`src/rtl/perm_fault_unit.sv`:
```
module perm_fault_unit #(
  parameter int AW  = 32,
  parameter int ECW = 10
) (
  input  logic           clk,
  input  logic           rst_n,
  input  logic           chk_valid,
  input  logic           acc_write,
  input  logic           acc_fetch,
  input  logic           acc_super,
  input  logic [2:0]     perm,
  input  logic           modified,
  input  logic           nofault_mode,
  input  logic           traps_en,
  input  logic [ECW-1:0] walk_err,
  input  logic [AW-1:0]  fault_addr,
  input  logic           rd_en,
  input  logic           rd_sel,
  output logic [ECW-1:0] err_code,
  output logic [2:0]     rights,
  output logic           trap_fetch,
  output logic           trap_data,
  output logic [AW-1:0]  rd_data
);

  localparam logic [2:0] RT_R = 3'b100;
  localparam logic [2:0] RT_W = 3'b010;
  localparam logic [2:0] RT_X = 3'b001;
  localparam logic [2:0] RT_ALL = 3'b111;
  localparam logic [ECW-1:0] EC_PROT = ECW'(8);
  localparam logic [ECW-1:0] EC_PRIV = ECW'(12);
  localparam int IDX_SHIFT = 5;

  logic [2:0]     acc_idx, page_rt, need_rt;
  logic [ECW-1:0] perm_ec;
  logic           walk_bad, perm_bad, fault, quiet;
  logic [AW-1:0]  fsr_q, far_q, fsr_base, log_word;

  assign acc_idx = {acc_write, acc_fetch, acc_super};
  assign need_rt = {~acc_write & ~acc_fetch, acc_write, acc_fetch};

  always_comb begin
    case (perm)
      3'd0: page_rt = RT_R;
      3'd1: page_rt = RT_R | RT_W;
      3'd2: page_rt = RT_R | RT_X;
      3'd3: page_rt = RT_ALL;
      3'd4: page_rt = RT_X;
      3'd5: page_rt = acc_super ? (RT_R | RT_W) : RT_R;
      3'd6: page_rt = acc_super ? (RT_R | RT_X) : 3'b000;
      default: page_rt = acc_super ? RT_ALL : 3'b000;
    endcase
  end

  always_comb begin
    if (!acc_super && perm[2:1] == 2'b11) perm_ec = EC_PRIV;
    else if ((need_rt & ~page_rt) != 3'b000) perm_ec = EC_PROT;
    else perm_ec = '0;
  end

  assign walk_bad = walk_err != '0;
  assign perm_bad = (perm_ec != '0) && !(nofault_mode && !acc_super);
  assign fault    = chk_valid && (walk_bad || perm_bad);
  assign quiet    = nofault_mode || !traps_en;

  always_comb begin
    err_code = '0;
    rights   = 3'b000;
    if (chk_valid) begin
      if (walk_bad) begin
        err_code = walk_err;
        rights   = quiet ? RT_ALL : 3'b000;
      end else if (perm_bad) begin
        err_code = perm_ec;
        rights   = quiet ? RT_ALL : 3'b000;
      end else begin
        rights = page_rt & ~(modified ? 3'b000 : RT_W);
      end
    end
  end

  assign fsr_base = (rd_en && !rd_sel) ? '0 : fsr_q;
  assign log_word = (AW'(acc_idx) << IDX_SHIFT) | AW'(err_code) | AW'(2);

  always_ff @(posedge clk or negedge rst_n) begin
    if (!rst_n) begin
      fsr_q      <= '0;
      far_q      <= '0;
      trap_fetch <= 1'b0;
      trap_data  <= 1'b0;
    end else begin
      if (fault) begin
        fsr_q <= ((fsr_base != '0) ? AW'(1) : '0) | log_word;
        far_q <= fault_addr;
      end else begin
        fsr_q <= fsr_base;
      end
      trap_fetch <= fault && !quiet && acc_fetch;
      trap_data  <= fault && !quiet && !acc_fetch;
    end
  end

  assign rd_data = rd_en ? (rd_sel ? far_q : fsr_q) : '0;

  a_r8_one_trap: assert property (@(posedge clk) disable iff (!rst_n)
    !(trap_fetch && trap_data));

  a_r8_fetch_cause: assert property (@(posedge clk) disable iff (!rst_n)
    (fault && !quiet && acc_fetch) |=> trap_fetch);

  a_r7_quiet_no_trap: assert property (@(posedge clk) disable iff (!rst_n)
    (fault && quiet) |=> (!trap_fetch && !trap_data));

  a_r6_valid_flag: assert property (@(posedge clk) disable iff (!rst_n)
    fault |=> fsr_q[1]);

  a_r6_addr_load: assert property (@(posedge clk) disable iff (!rst_n)
    fault |=> (far_q == $past(fault_addr)));

  a_r9_read_clears: assert property (@(posedge clk) disable iff (!rst_n)
    (rd_en && !rd_sel && !fault) |=> (fsr_q == '0));

  a_r11_idle_stable: assert property (@(posedge clk) disable iff (!rst_n)
    (!chk_valid && !rd_en) |=> ($stable(fsr_q) && $stable(far_q)));

  a_r4_no_write_clean: assert property (@(posedge clk) disable iff (!rst_n)
    (chk_valid && !modified && !fault) |-> !rights[1]);

endmodule

```
`config.mk`:
```
export PLATFORM = sky130hd
export DESIGN_NAME = perm_fault_unit
export DESIGN_NICKNAME = d
export VERILOG_FILES = /design/src/rtl/perm_fault_unit.sv
export SDC_FILE = /design/constraint.sdc
export NUM_CORES = 1
export LEC_CHECK = 0
export BUFFER_PORTS_ARGS = -buffer_cell sky130_fd_sc_hd__buf_4
export CAP_MARGIN = 20
export CORE_UTILIZATION = 45
export CTS_CLUSTER_DIAMETER = 40
export DETAILED_ROUTE_END_ITERATION = 16
export PLACE_DENSITY = 0.81
export SKIP_CTS_REPAIR_TIMING = 1
export SYNTH_ARGS = -nofsm -noshare
export SYNTH_HDL_FRONTEND = slang
export SYNTH_SLANG_ARGS = --single-unit
```
`constraint.sdc`:
```
create_clock -name clk -period 4.6 [get_ports clk]
set_input_delay 1.15 -clock clk [delete_from_list [all_inputs] [get_ports clk]]
set_output_delay 1.15 -clock clk [all_outputs]
set_load 0.01 [all_outputs]
```
=== After elaboration in Yosys (flattened, before gate mapping) ===
Index checks and enable logic that the tools add are counted.

* Equal/unequal tests: 7
* Multiplexer cells: 19
* Bitwise operators: 9
* Reductions and logical operators: 21

{| class="wikitable"
|+ Operators with widths
! operator !! count
|-
| $mux W32 || 4
|-
| $reduce_bool A32 Y1 || 1
|-
| $mux W10 || 3
|-
| $pmux W3 S7 || 1
|-
| $reduce_bool A10 Y1 || 2
|-
| $mux W3 || 6
|-
| $or A1 B10 Y10 || 1
|-
| $or A8 B10 Y10 || 1
|-
| $eq A3 B3 Y1 const B || 3
|-
| $logic_and A1 B1 Y1 || 8
|-
| $mux W4 || 2
|-
| $and A3 B3 Y3 || 2
|-
| $eq A3 B2 Y1 const B || 2
|-
| $logic_not A1 Y1 || 6
|-
| $mux W2 || 2
|-
| $eq A3 B1 Y1 const B || 1
|-
| $logic_not A3 Y1 || 1
|-
| $not A2 Y3 || 1
|-
| $not A3 Y3 || 1
|-
| $reduce_bool A3 Y1 || 1
|-
| $eq A2 B2 Y1 const B || 1
|-
| $logic_or A1 B1 Y1 || 2
|-
| $not A1 Y1 || 2
|-
| $and A1 B1 Y1 || 1
|-
| $mux W1 || 1
|}

* Register bits: 66
* Input port bits: 56

=== Longest topological paths before layout ===
Gate-level depths: netlist of the first run.

* Depth in word-level cells: 15
* Gate-level depth with buffers: 8
* Mapped depth without buffers: 5

=== Worst setup path after synthesis of the first run ===
Ideal clock, no wire load.

* Path kind: input to output
* Start: input port perm[1]
* End: output port err_code[2]
* Arrival time: 2.353 ns
* Setup slack: 1.097 ns
* Cell stages on the path: 8
* Path buffers: 3
* Cell sequence: buf_2 -> nor2_1 -> o32ai_1 -> a211o_1 -> a22oi_4 -> buf_6 -> buf_6 -> nor2_1

* Longest elaborated chain between the ends: 12
* Elaborated cells between the ends (all ways): 20
* Those cells by class: 7 x eq/ne; 6 x mux; 2 x bitwise; 5 x reduce/logical

{| class="wikitable"
|+ RTL lines
! what !! RTL line !! text
|-
| start: declaration || 11 || <nowiki>input logic [2:0] perm,</nowiki>
|-
| $eq A3 B3 Y1, or another cell as far along || 43 || <nowiki>case (perm)</nowiki>
|-
| $pmux W3 S7 || 43 ||
|-
| $not A3 Y3 || 57 || <nowiki>else if ((need_rt & ~page_rt) != 3'b000) perm_ec = EC_PROT;</nowiki>
|-
| $and A3 B3 Y3 || 57 ||
|-
| $reduce_bool A3 Y1 || 57 ||
|-
| $mux W4 || 57 ||
|-
| $mux W4 (*) || 56 || <nowiki>if (!acc_super && perm[2:1] == 2'b11) perm_ec = EC_PRIV;</nowiki>
|-
| $reduce_bool A10 Y1 || 62 || <nowiki>assign perm_bad = (perm_ec != '0) && !(nofault_mode && !acc_super);</nowiki>
|-
| $logic_and A1 B1 Y1 || 62 ||
|-
| $mux W10 (*) || 73 || <nowiki>end else if (perm_bad) begin</nowiki>
|-
| $mux W10 (*) || 70 || <nowiki>if (walk_bad) begin</nowiki>
|-
| $mux W10 (*) || 69 || <nowiki>if (chk_valid) begin</nowiki>
|-
| end: declaration || 19 || <nowiki>output logic [ECW-1:0] err_code,</nowiki>
|}

Every way passes the cells marked *; elsewhere a longest branch is shown, timed or not.

=== Final worst setup path of the first run ===
* Start: input port walk_err[6]
* End: output port rights[2]

* Longest elaborated chain between the ends: 3

{| class="wikitable"
|+ RTL lines
! what !! RTL line !! text
|-
| start: declaration || 15 || <nowiki>input logic [ECW-1:0] walk_err,</nowiki>
|-
| $reduce_bool A10 Y1 || 61 || <nowiki>assign walk_bad = walk_err != '0;</nowiki>
|-
| $mux W3 || 70 ||
|-
| $mux W3 || 69 ||
|-
| end: declaration || 20 || <nowiki>output logic [2:0] rights,</nowiki>
|}

Every way passes these cells.

==> flow_summary.yaml, run 1 <==
run_status:
  status: "finished, final reports clean"
logic_synthesis:
  yosysWarnings: 0
  synthCells: 276
  ys_types: 31
  synth_top_area_cell: "dfrtp_1"
  syn_area_per_cell_um2: 11.7
  synth_edf_count: 0
  async_flop_share_pct: 100
  synth_most_common_cell: "dfrtp_1"
  yosysTopAreaCellShare_pct: 51.1
  synth_area_leaders: "dfrtp_1 (51%), mux2i_1 (12%), mux2_2 (11%)"
  ys_ff_latch: 66
  synth_area_um2: 3230
  ys.flop_type: "dfrtp_1"
  synth.top_cells.by_count: "dfrtp_1 (66), mux2i_1 (38), nor2b_1 (35)"
  syn_nets: 332
  ys_seq_area_share_pct: 51.1
worst_setup_path:
  worstSetupStartpoint: "walk_err[6]"
  rr_worst_depth: 5
  crit_type: "in -> out"
  endpoint: "rights[2]"
  slowest_stage: "nor4_1"
  reg2reg_from: "fsr_q[11]$_DFF_PN0_"
  critPathMostFrequentCell: "buf_4"
  critical_path.cell_chain: "buf_4 > nor4_1 > nand3_1 > a2111oi_0 > o21ai_0 > a31oi_1 > buf_4"
  r2r_slack_ns: 2.78
  cp.arrival_ns: 2.84
  required_ns: 3.45
  endpoint_kind: "output port"
  critical-path-max-stage-delay_ns: 0.43
  r2r-end: "fsr_q[0]$_DFF_PN0_"
  start_kind: "input port"
  cp_max_fo: 3
die:
  io_pins: 103
  dieHeight_um: 86.8
  rows: 30
  fp.coreArea_um2: 6870
  start_util_pct: 47.1
  die_area_um2: 7530
  fp.dieW_um: 86.8
placement:
  dp_hpwl_um: 5060
  portBuffers: 102
  post-place-cells: 457
  dpl-instance-area_um2: 4030
  dpl_worst_slack_ns: 0.624
  gp_congestion: 0.889
power:
  power_density_nw_per_um2: 312
  p_switching_uw: 336
  combPwrFrac_pct: 18.5
  switching_share_pct: 25.7
  power.internal_uw: 972
  p_seq_share_pct: 49.2
  clkPwrFrac_pct: 32.3
  peakVddDrop_v: 0.000110
  leakage_uw: 0.00214
grt:
  grt_start_max_net_pins: 67
  first_global_vias: 2451
  antenna_found_initial: 0
  grt.overflow.total: 0
  grt_usage_pct: 20.6
  grt_pass1_wl_um: 11800
routing:
  vias_per_cell: 5.23
  drtIter0Drc: 89
  vias: 2469
  post_drt_wl_per_cell_um: 15.5
  antenna_left: 0
  drc: 0
  first_pass_iters: 4
  wl_um: 7300
clocking:
  root_buffer: "clkbuf_8"
  clockBufferDepth: 2
  htree_levels: 3
  clk_pin_slew_worst_paths_ns: 0.06
  cts_buffers: 9
  cts_tree: "yes"
  clk_latency_ns: 0.33
  clock_sinks: 66
finish:
  drive_above_1_share_pct: 41.0
  register_area_um2: 1650
  area_growth_pct: 29.9
  fin_nets: 428
  stdcell_area_um2: 4200
  instances_no_fill: 472
  n_fill_cell: 590
  antenna_cells: 0
  multi_input_area_um2: 1470
timing:
  slew_viol_final: 0
  hold_viol: 0
  setup_viol_count_final: 0
  relSlewSlack_pct: 32.4
  post-route-period-util_pct: 86.8
  tightestPinTransition_ns: 1.01
  fin_crit_ns: 3.99
  setup_ws_ns: 0.609
  finClkSkew_ns: 0.00672
  hold_ws_ns: 0.484
  fin_tns_setup_ns: 0
  rsz0062_at_grt: "no"
  max_freq_ghz: 0.251
hold_path:
  holdCritStartpoint: "fsr_q[0]$_DFF_PN0_"
  holdCritPathClass: "reg -> reg"
job:
  cap_viol_max_count: 0
layout by cell type, fill, tap and decap left out, types with 2 or more instances in the layout:
| master | n |
|---|---|
| nor3_1 | 3 |
| nand2_1 | 8 |
| and3_1 | 23 |
| a21oi_1 | 4 |
| dfrtp_1 | 66 |
| nor4_1 | 9 |
| nand2b_1 | 3 |
| o21ai_0 | 2 |
| nor2b_1 | 35 |
| mux2_2 | 32 |
| mux2i_1 | 38 |
| nor2_1 | 9 |
| a31o_2 | 3 |
| buf_4 | 104 |
| and2_1 | 9 |
| a31oi_1 | 2 |
| clkinv_2 | 3 |
| clkbuf_8 | 11 |
how the worst min path moves through the flow:
stage	cells after the start	end
after floorplan	2	fsr_q[0]$_DFF_PN0_
after global placement	2	fsr_q[0]$_DFF_PN0_
after detailed placement	2	fsr_q[0]$_DFF_PN0_
after CTS	2	fsr_q[0]$_DFF_PN0_
after global routing	2	fsr_q[0]$_DFF_PN0_
final	2	fsr_q[0]$_DFF_PN0_
power groups by stage:
stage,clock (uW),sequential [uW],combinational (uW)
after floorplan,0,648,139
after global placement,0,652,238
final,422,644,242
after detailed placement,0,655,244
after CTS,433,644,245
after global routing,461,649,264
state kept, by name (all words and copies together), names as in the netlist:
register    cells
fsr_q          32
trap_data       1
far_q          32
trap_fetch      1
through the flow:
step	power, uW	util (%)
after floorplan	787	-
after global placement	890	58.7
after detailed placement	899	58.7
after CTS	1320	61.1
after global routing	1370	61.1
final	1310	61.1
logic make-up (layout without fill, tap and decap cells):
kind of cell / Yosys count / count (layout) / share of synthesized area (%)
AND/OR/NAND/NOR: 104 / 104 / 18.8
buffers and inverters: 20 / 120 / 3.37
multiplexers: 70 / 70 / 22.9
AO/OA/AOI/OAI: 16 / 16 / 3.83
flip-flops: 66 / 66 / 51.1
worst max-delay path: cells and delay by family:
kind	cells	cell delay (ns)
buffers and inverters	2	0.26
and+or+nand+nor	2	0.68
AOI/OAI and AO/OA	3	0.74
per-layer routing:
layer / vias to the layer above / share of wire, % / track usage [%]
met3: 7 / 5.8 / 6.19
met1: 1204 / 44 / 27.2
met2: 88 / 49 / 33.5
met5: - / 0 / 0
met4: 0 / 0.96 / 5.00
li1: 1170 / - / -
final cells by class:
class                           instances  share of cell area, %
Multi-Input combinational cell        190                   35.1
Tap cell                               96                   2.86
Timing Repair Buffer                  104                   18.6
Clock inverter                          3                  0.358
Sequential cell                        66                   39.3
Inverter                                1                 0.0894
Clock buffer                           12                   3.69
Note: power is estimated with default switching activity, not from simulation.
==> inputs of run 2 (changes only) <==
--- a/config.mk
+++ b/config.mk
@@ -7,6 +7,7 @@
 export LEC_CHECK = 0
 export BUFFER_PORTS_ARGS = -buffer_cell sky130_fd_sc_hd__buf_4
 export CAP_MARGIN = 20
+export CORE_MARGIN = 5
 export CORE_UTILIZATION = 45
 export CTS_CLUSTER_DIAMETER = 40
 export DETAILED_ROUTE_END_ITERATION = 16
==> flow_summary.yaml, run 2 (synthesized netlist as in run 1, its figures left out) <==
worst_setup_path:
  critical-path-max-stage-delay_ns: 0.42
  slowest_stage: "nor4_1"
  endpoint_kind: "output port"
  cp_max_fo: 3
  crit_buf_inv: 2
  cp.arrival_ns: 2.82
  start_kind: "input port"
  critPathMostFrequentCell: "buf_4"
  required_ns: 3.45
  critical_path.cell_chain: "buf_4 > nor4_1 > nand3_1 > a2111oi_0 > o21ai_0 > a31oi_1 > buf_4"
  crit_type: "in -> out"
  cpLargestDelayFamily: "compound AO/OA/AOI/OAI gates"
finish:
  n_fill_cell: 648
  stdcell_area_um2: 4250
  register_area_um2: 1650
  final_common_cell: "buf_4"
  fin_nets: 429
  area_growth_pct: 31.3
  final_util_pct: 59.5
  mostFrequentLayoutCells: "buf_4 (104), dfrtp_1 (66), mux2i_1 (38)"
  drive_above_1_share_pct: 40.7
  top_regs: "far_q: 32 flops, fsr_q: 32 flops"
  antenna_cells: 0
  multi_input_area_um2: 1470
die:
  dieHeight_um: 94.8
  fp.dieW_um: 94.8
  start_util_pct: 45.3
  fp.coreArea_um2: 7140
  rows: 31
  io_pins: 103
  die_area_um2: 8980
timing:
  finClkSkew_ns: 0.00800
  hold_ws_ns: 0.481
  relSlewSlack_pct: 44.9
  setup_viol_count_final: 0
  rsz0062_at_grt: "no"
  tightestPinTransition_ns: 0.827
  fin_tns_setup_ns: 0
  hold_viol: 0
  max_freq_ghz: 0.252
  slew_viol_final: 0
  post-route-period-util_pct: 86.4
  fin_crit_ns: 3.97
power:
  power_density_nw_per_um2: 324
  peakVddDrop_v: 0.000132
  leakage_uw: 0.00215
  combPwrFrac_pct: 17.7
  power.internal_uw: 1030
  clkPwrFrac_pct: 35.4
  p_seq_share_pct: 46.9
  p_switching_uw: 340
  design_power_total_uw: 1370
  switching_share_pct: 24.8
grt:
  use_met3_pct: 5.58
  antenna_found_initial: 0
  grt_start_max_net_pins: 67
  top_usage_layer: "met2"
  met2_usage_pct: 29.4
  grt_usage_pct: 17.8
  grt.overflow.total: 0
  grt_pass1_wl_um: 12500
  first_global_vias: 2572
  use_met1_pct: 22.1
clocking:
  htree_levels: 3
  cts_tree: "yes"
  clk_latency_ns: 0.33
  root_buffer: "clkbuf_8"
  clockBufferDepth: 2
  cts_buffers: 9
  clock_sinks: 66
  clk_pin_slew_worst_paths_ns: 0.07
placement:
  dp_hpwl_um: 5400
  portBuffers: 102
  dpl-instance-area_um2: 4030
  gp_congestion: 0.890
routing:
  drc: 0
  vias: 2471
  vias_per_cell: 5.18
  post_drt_wl_per_cell_um: 16.2
  drtIter0Drc: 62
  first_pass_iters: 4
  antenna_left: 0
  wl_um: 7710
run_status:
  status: "finished, final reports clean"
job:
  cap_viol_max_count: 0
hold_path:
  holdCritPathClass: "reg -> reg"
-- run 2: cell types whose count changed in the layout (fill, tap and decap cells not counted) --
cell,previous run,this run
clkbuf_1,1,3
clkinv_2,3,1
buf_8,0,1
bufinv_16,0,1
-- run 2: tightest hold or removal path, delay by kind of cell, from the launching register on --
| kind | cells | cell delay (ns) |
|---|---|---|
| AOI/OAI and AO/OA | 1 | 0.06 |
| DFF | 1 | 0.35 |
| and+or+nand+nor | 1 | 0.04 |
-- run 2: cell type report --
class	count	area share (%)
clock buffers	14	3.83
flip-flops and latches	66	38.9
well taps	99	2.92
inverters	1	0.0884
repair buffers	105	18.7
multi-input cells	190	34.7
clock inverters	2	0.825
-- run 2: stage by stage --
step,worst slack (ns),instances
final,0.626,477
after floorplan,1.10,276
after global placement,0.816,460
after detailed placement,0.687,460
after CTS,0.665,476
after global routing,0.492,477
-- run 2: final timing paths --
check / start / end / slack (ns) / depth (start not counted)
worst max-delay path: walk_err[2] / rights[2] / 0.63 / 7
worst min-delay path: fsr_q[0]$_DFF_PN0_ / fsr_q[0]$_DFF_PN0_ / 0.48 / 2
worst max register to register: fsr_q[10]$_DFF_PN0_ / fsr_q[0]$_DFF_PN0_ / 2.79 / 5
worst min register to register: fsr_q[0]$_DFF_PN0_ / fsr_q[0]$_DFF_PN0_ / 0.48 / 2
max in group asynchronous: rst_n / far_q[0]$_DFFE_PN0P_ / 3.14 / 1
min in group asynchronous: rst_n / far_q[17]$_DFFE_PN0P_ / 0.93 / 1
-- run 2: metal layers --
layer | wire length, um | vias up
met2 | 3710 | 86
met3 | 516 | 11
met5 | 0 | -
met1 | 3380 | 1206
li1 | - | 1168
met4 | 104 | 0
-- run 2: power by group through the flow --
stage          combinational (uW)  sequential (uW)  clock, uW
4_1_cts                       247              644        497
6_report                      244              644        486
5_1_grt                       268              649        525
2_1_floorplan                 139              648          0
3_5_place_dp                  246              655          0
3_3_place_gp                  240              652          0
==> inputs of run 3 (changes only) <==
--- a/config.mk
+++ b/config.mk
@@ -5,13 +5,13 @@
 export SDC_FILE = /design/constraint.sdc
 export NUM_CORES = 1
 export LEC_CHECK = 0
-export BUFFER_PORTS_ARGS = -buffer_cell sky130_fd_sc_hd__buf_4
 export CAP_MARGIN = 20
 export CORE_MARGIN = 5
 export CORE_UTILIZATION = 45
 export CTS_CLUSTER_DIAMETER = 40
 export DETAILED_ROUTE_END_ITERATION = 16
-export PLACE_DENSITY = 0.81
+export DONT_BUFFER_PORTS = 1
+export PLACE_DENSITY = 0.69
 export SKIP_CTS_REPAIR_TIMING = 1
 export SYNTH_ARGS = -nofsm -noshare
 export SYNTH_HDL_FRONTEND = slang
==> flow_summary.yaml, run 3 (synthesized netlist as in run 1, its figures left out) <==
run_status:
  status: "finished, final reports clean"
routing:
  wl_um: 6920
  first_pass_iters: 4
  drtIter0Drc: 91
  antenna_left: 0
  vias: 2141
  drc: 0
  vias_per_cell: 5.71
  post_drt_wl_per_cell_um: 18.4
clocking:
  htree_levels: 3
  root_buffer: "clkbuf_8"
  cts_tree: "yes"
  cts_buffers: 9
  clockBufferDepth: 2
  clock_sinks: 66
  clk_pin_slew_worst_paths_ns: 0.08
  clk_latency_ns: 0.33
timing:
  fin_crit_ns: 3.65
  setup_viol_count_final: 0
  finClkSkew_ns: 0.00715
  post-route-period-util_pct: 79.4
  tightestPinTransition_ns: 0.414
  rsz0062_at_grt: "no"
  fin_tns_setup_ns: 0
  hold_ws_ns: 0.501
  max_freq_ghz: 0.274
  relSlewSlack_pct: 72.4
  slew_viol_final: 0
  hold_viol: 0
power:
  leakage_uw: 0.00166
  clkPwrFrac_pct: 40.9
  switching_share_pct: 23.9
  combPwrFrac_pct: 10.8
  design_power_total_uw: 1340
  p_seq_share_pct: 48.3
  p_switching_uw: 319
  peakVddDrop_v: 0.000215
  power.internal_uw: 1020
  power_density_nw_per_um2: 379
placement:
  portBuffers: 0
  gp_congestion: 0.859
  post-place-cells: 358
  dp_hpwl_um: 4790
worst_setup_path:
  endpoint_kind: "output port"
  slowest_stage: "nor4_1"
  required_ns: 3.45
  crit_type: "in -> out"
  start_kind: "input port"
  critical-path-max-stage-delay_ns: 0.31
  cp_max_fo: 3
  cp.arrival_ns: 2.50
  critical_path.cell_chain: "nor4_1 > nand3_1 > a2111oi_0 > o21ai_0 > a31oi_1"
  r2r_slack_ns: 2.92
finish:
  top_regs: "far_q: 32 flops, fsr_q: 32 flops"
  register_area_um2: 1650
  final_util_pct: 49.4
  area_growth_pct: 8.94
  antenna_cells: 0
  instances_no_fill: 375
  multi_input_area_um2: 1470
  fin_nets: 327
  final_common_cell: "dfrtp_1"
  n_fill_cell: 663
  mostFrequentLayoutCells: "dfrtp_1 (66), mux2i_1 (38), nor2b_1 (35)"
  drive_above_1_share_pct: 19.9
grt:
  grt_usage_pct: 16.1
  grt.overflow.total: 0
  antenna_found_initial: 0
  grt_pass1_wl_um: 11300
  first_global_vias: 2247
  grt_start_max_net_pins: 67
die:
  dieHeight_um: 94.8
  fp.dieW_um: 94.8
  fp.coreArea_um2: 7140
  start_util_pct: 45.3
  rows: 31
  die_area_um2: 8980
  io_pins: 103
job:
  cap_viol_max_count: 0
hold_path:
  holdCritPathClass: "in -> async"
-- run 3: power groups by stage --
stage / Combinational (uW) / Clock [uW] / Sequential (uW)
2_1_floorplan: 139 / 0 / 648
3_3_place_gp: 141 / 0 / 654
3_5_place_dp: 144 / 0 / 656
4_1_cts: 144 / 561 / 645
5_1_grt: 160 / 587 / 649
6_report: 145 / 546 / 644
-- run 3: per-stage QoR --
step	setup WS [ns]	area (um^2)
after floorplan	1.10	3230
after detailed placement	0.975	3270
after global placement	0.987	3270
final	0.950	3520
after CTS	0.960	3490
after global routing	0.764	3520
-- run 3: critical path, delay by kind of cell --
family	cells	cell delay [ns]
AND/OR/NAND/NOR	2	0.55
AO/OA/AOI/OAI	3	0.81
-- run 3: path summary, 6_finish.rpt --
kind                                      from                  end  cells after the start
max                                walk_err[6]            rights[2]                      5
max reg2reg                fsr_q[11]$_DFF_PN0_   fsr_q[0]$_DFF_PN0_                      5
max in group asynchronous                rst_n   fsr_q[5]$_DFF_PN0_                      0
min                                      rst_n  fsr_q[18]$_DFF_PN0_                      0
min in group clk            fsr_q[0]$_DFF_PN0_   fsr_q[0]$_DFF_PN0_                      2
min reg2reg                 fsr_q[0]$_DFF_PN0_   fsr_q[0]$_DFF_PN0_                      2
-- run 3: cell type report --
cell class | instances | share of cell area (%)
clock inverters | 6 | 2.56
clock buffers | 10 | 3.91
well taps | 99 | 3.52
multi-input cells | 190 | 41.8
inverters | 1 | 0.107
flip-flops and latches | 66 | 46.9
repair buffers | 3 | 1.21
-- run 3: metal layers --
| metal | track usage [%] | vias up | part of all wire [%] | wire length (um) |
|---|---|---|---|---|
| met5 | 0 | - | 0 | 0 |
| met4 | 5.65 | 0 | 1.2 | 81 |
| met3 | 5.50 | 8 | 8.7 | 600 |
| met2 | 25.3 | 93 | 48 | 3310 |
| met1 | 20.7 | 1070 | 42 | 2930 |
| li1 | - | 970 | - | - |
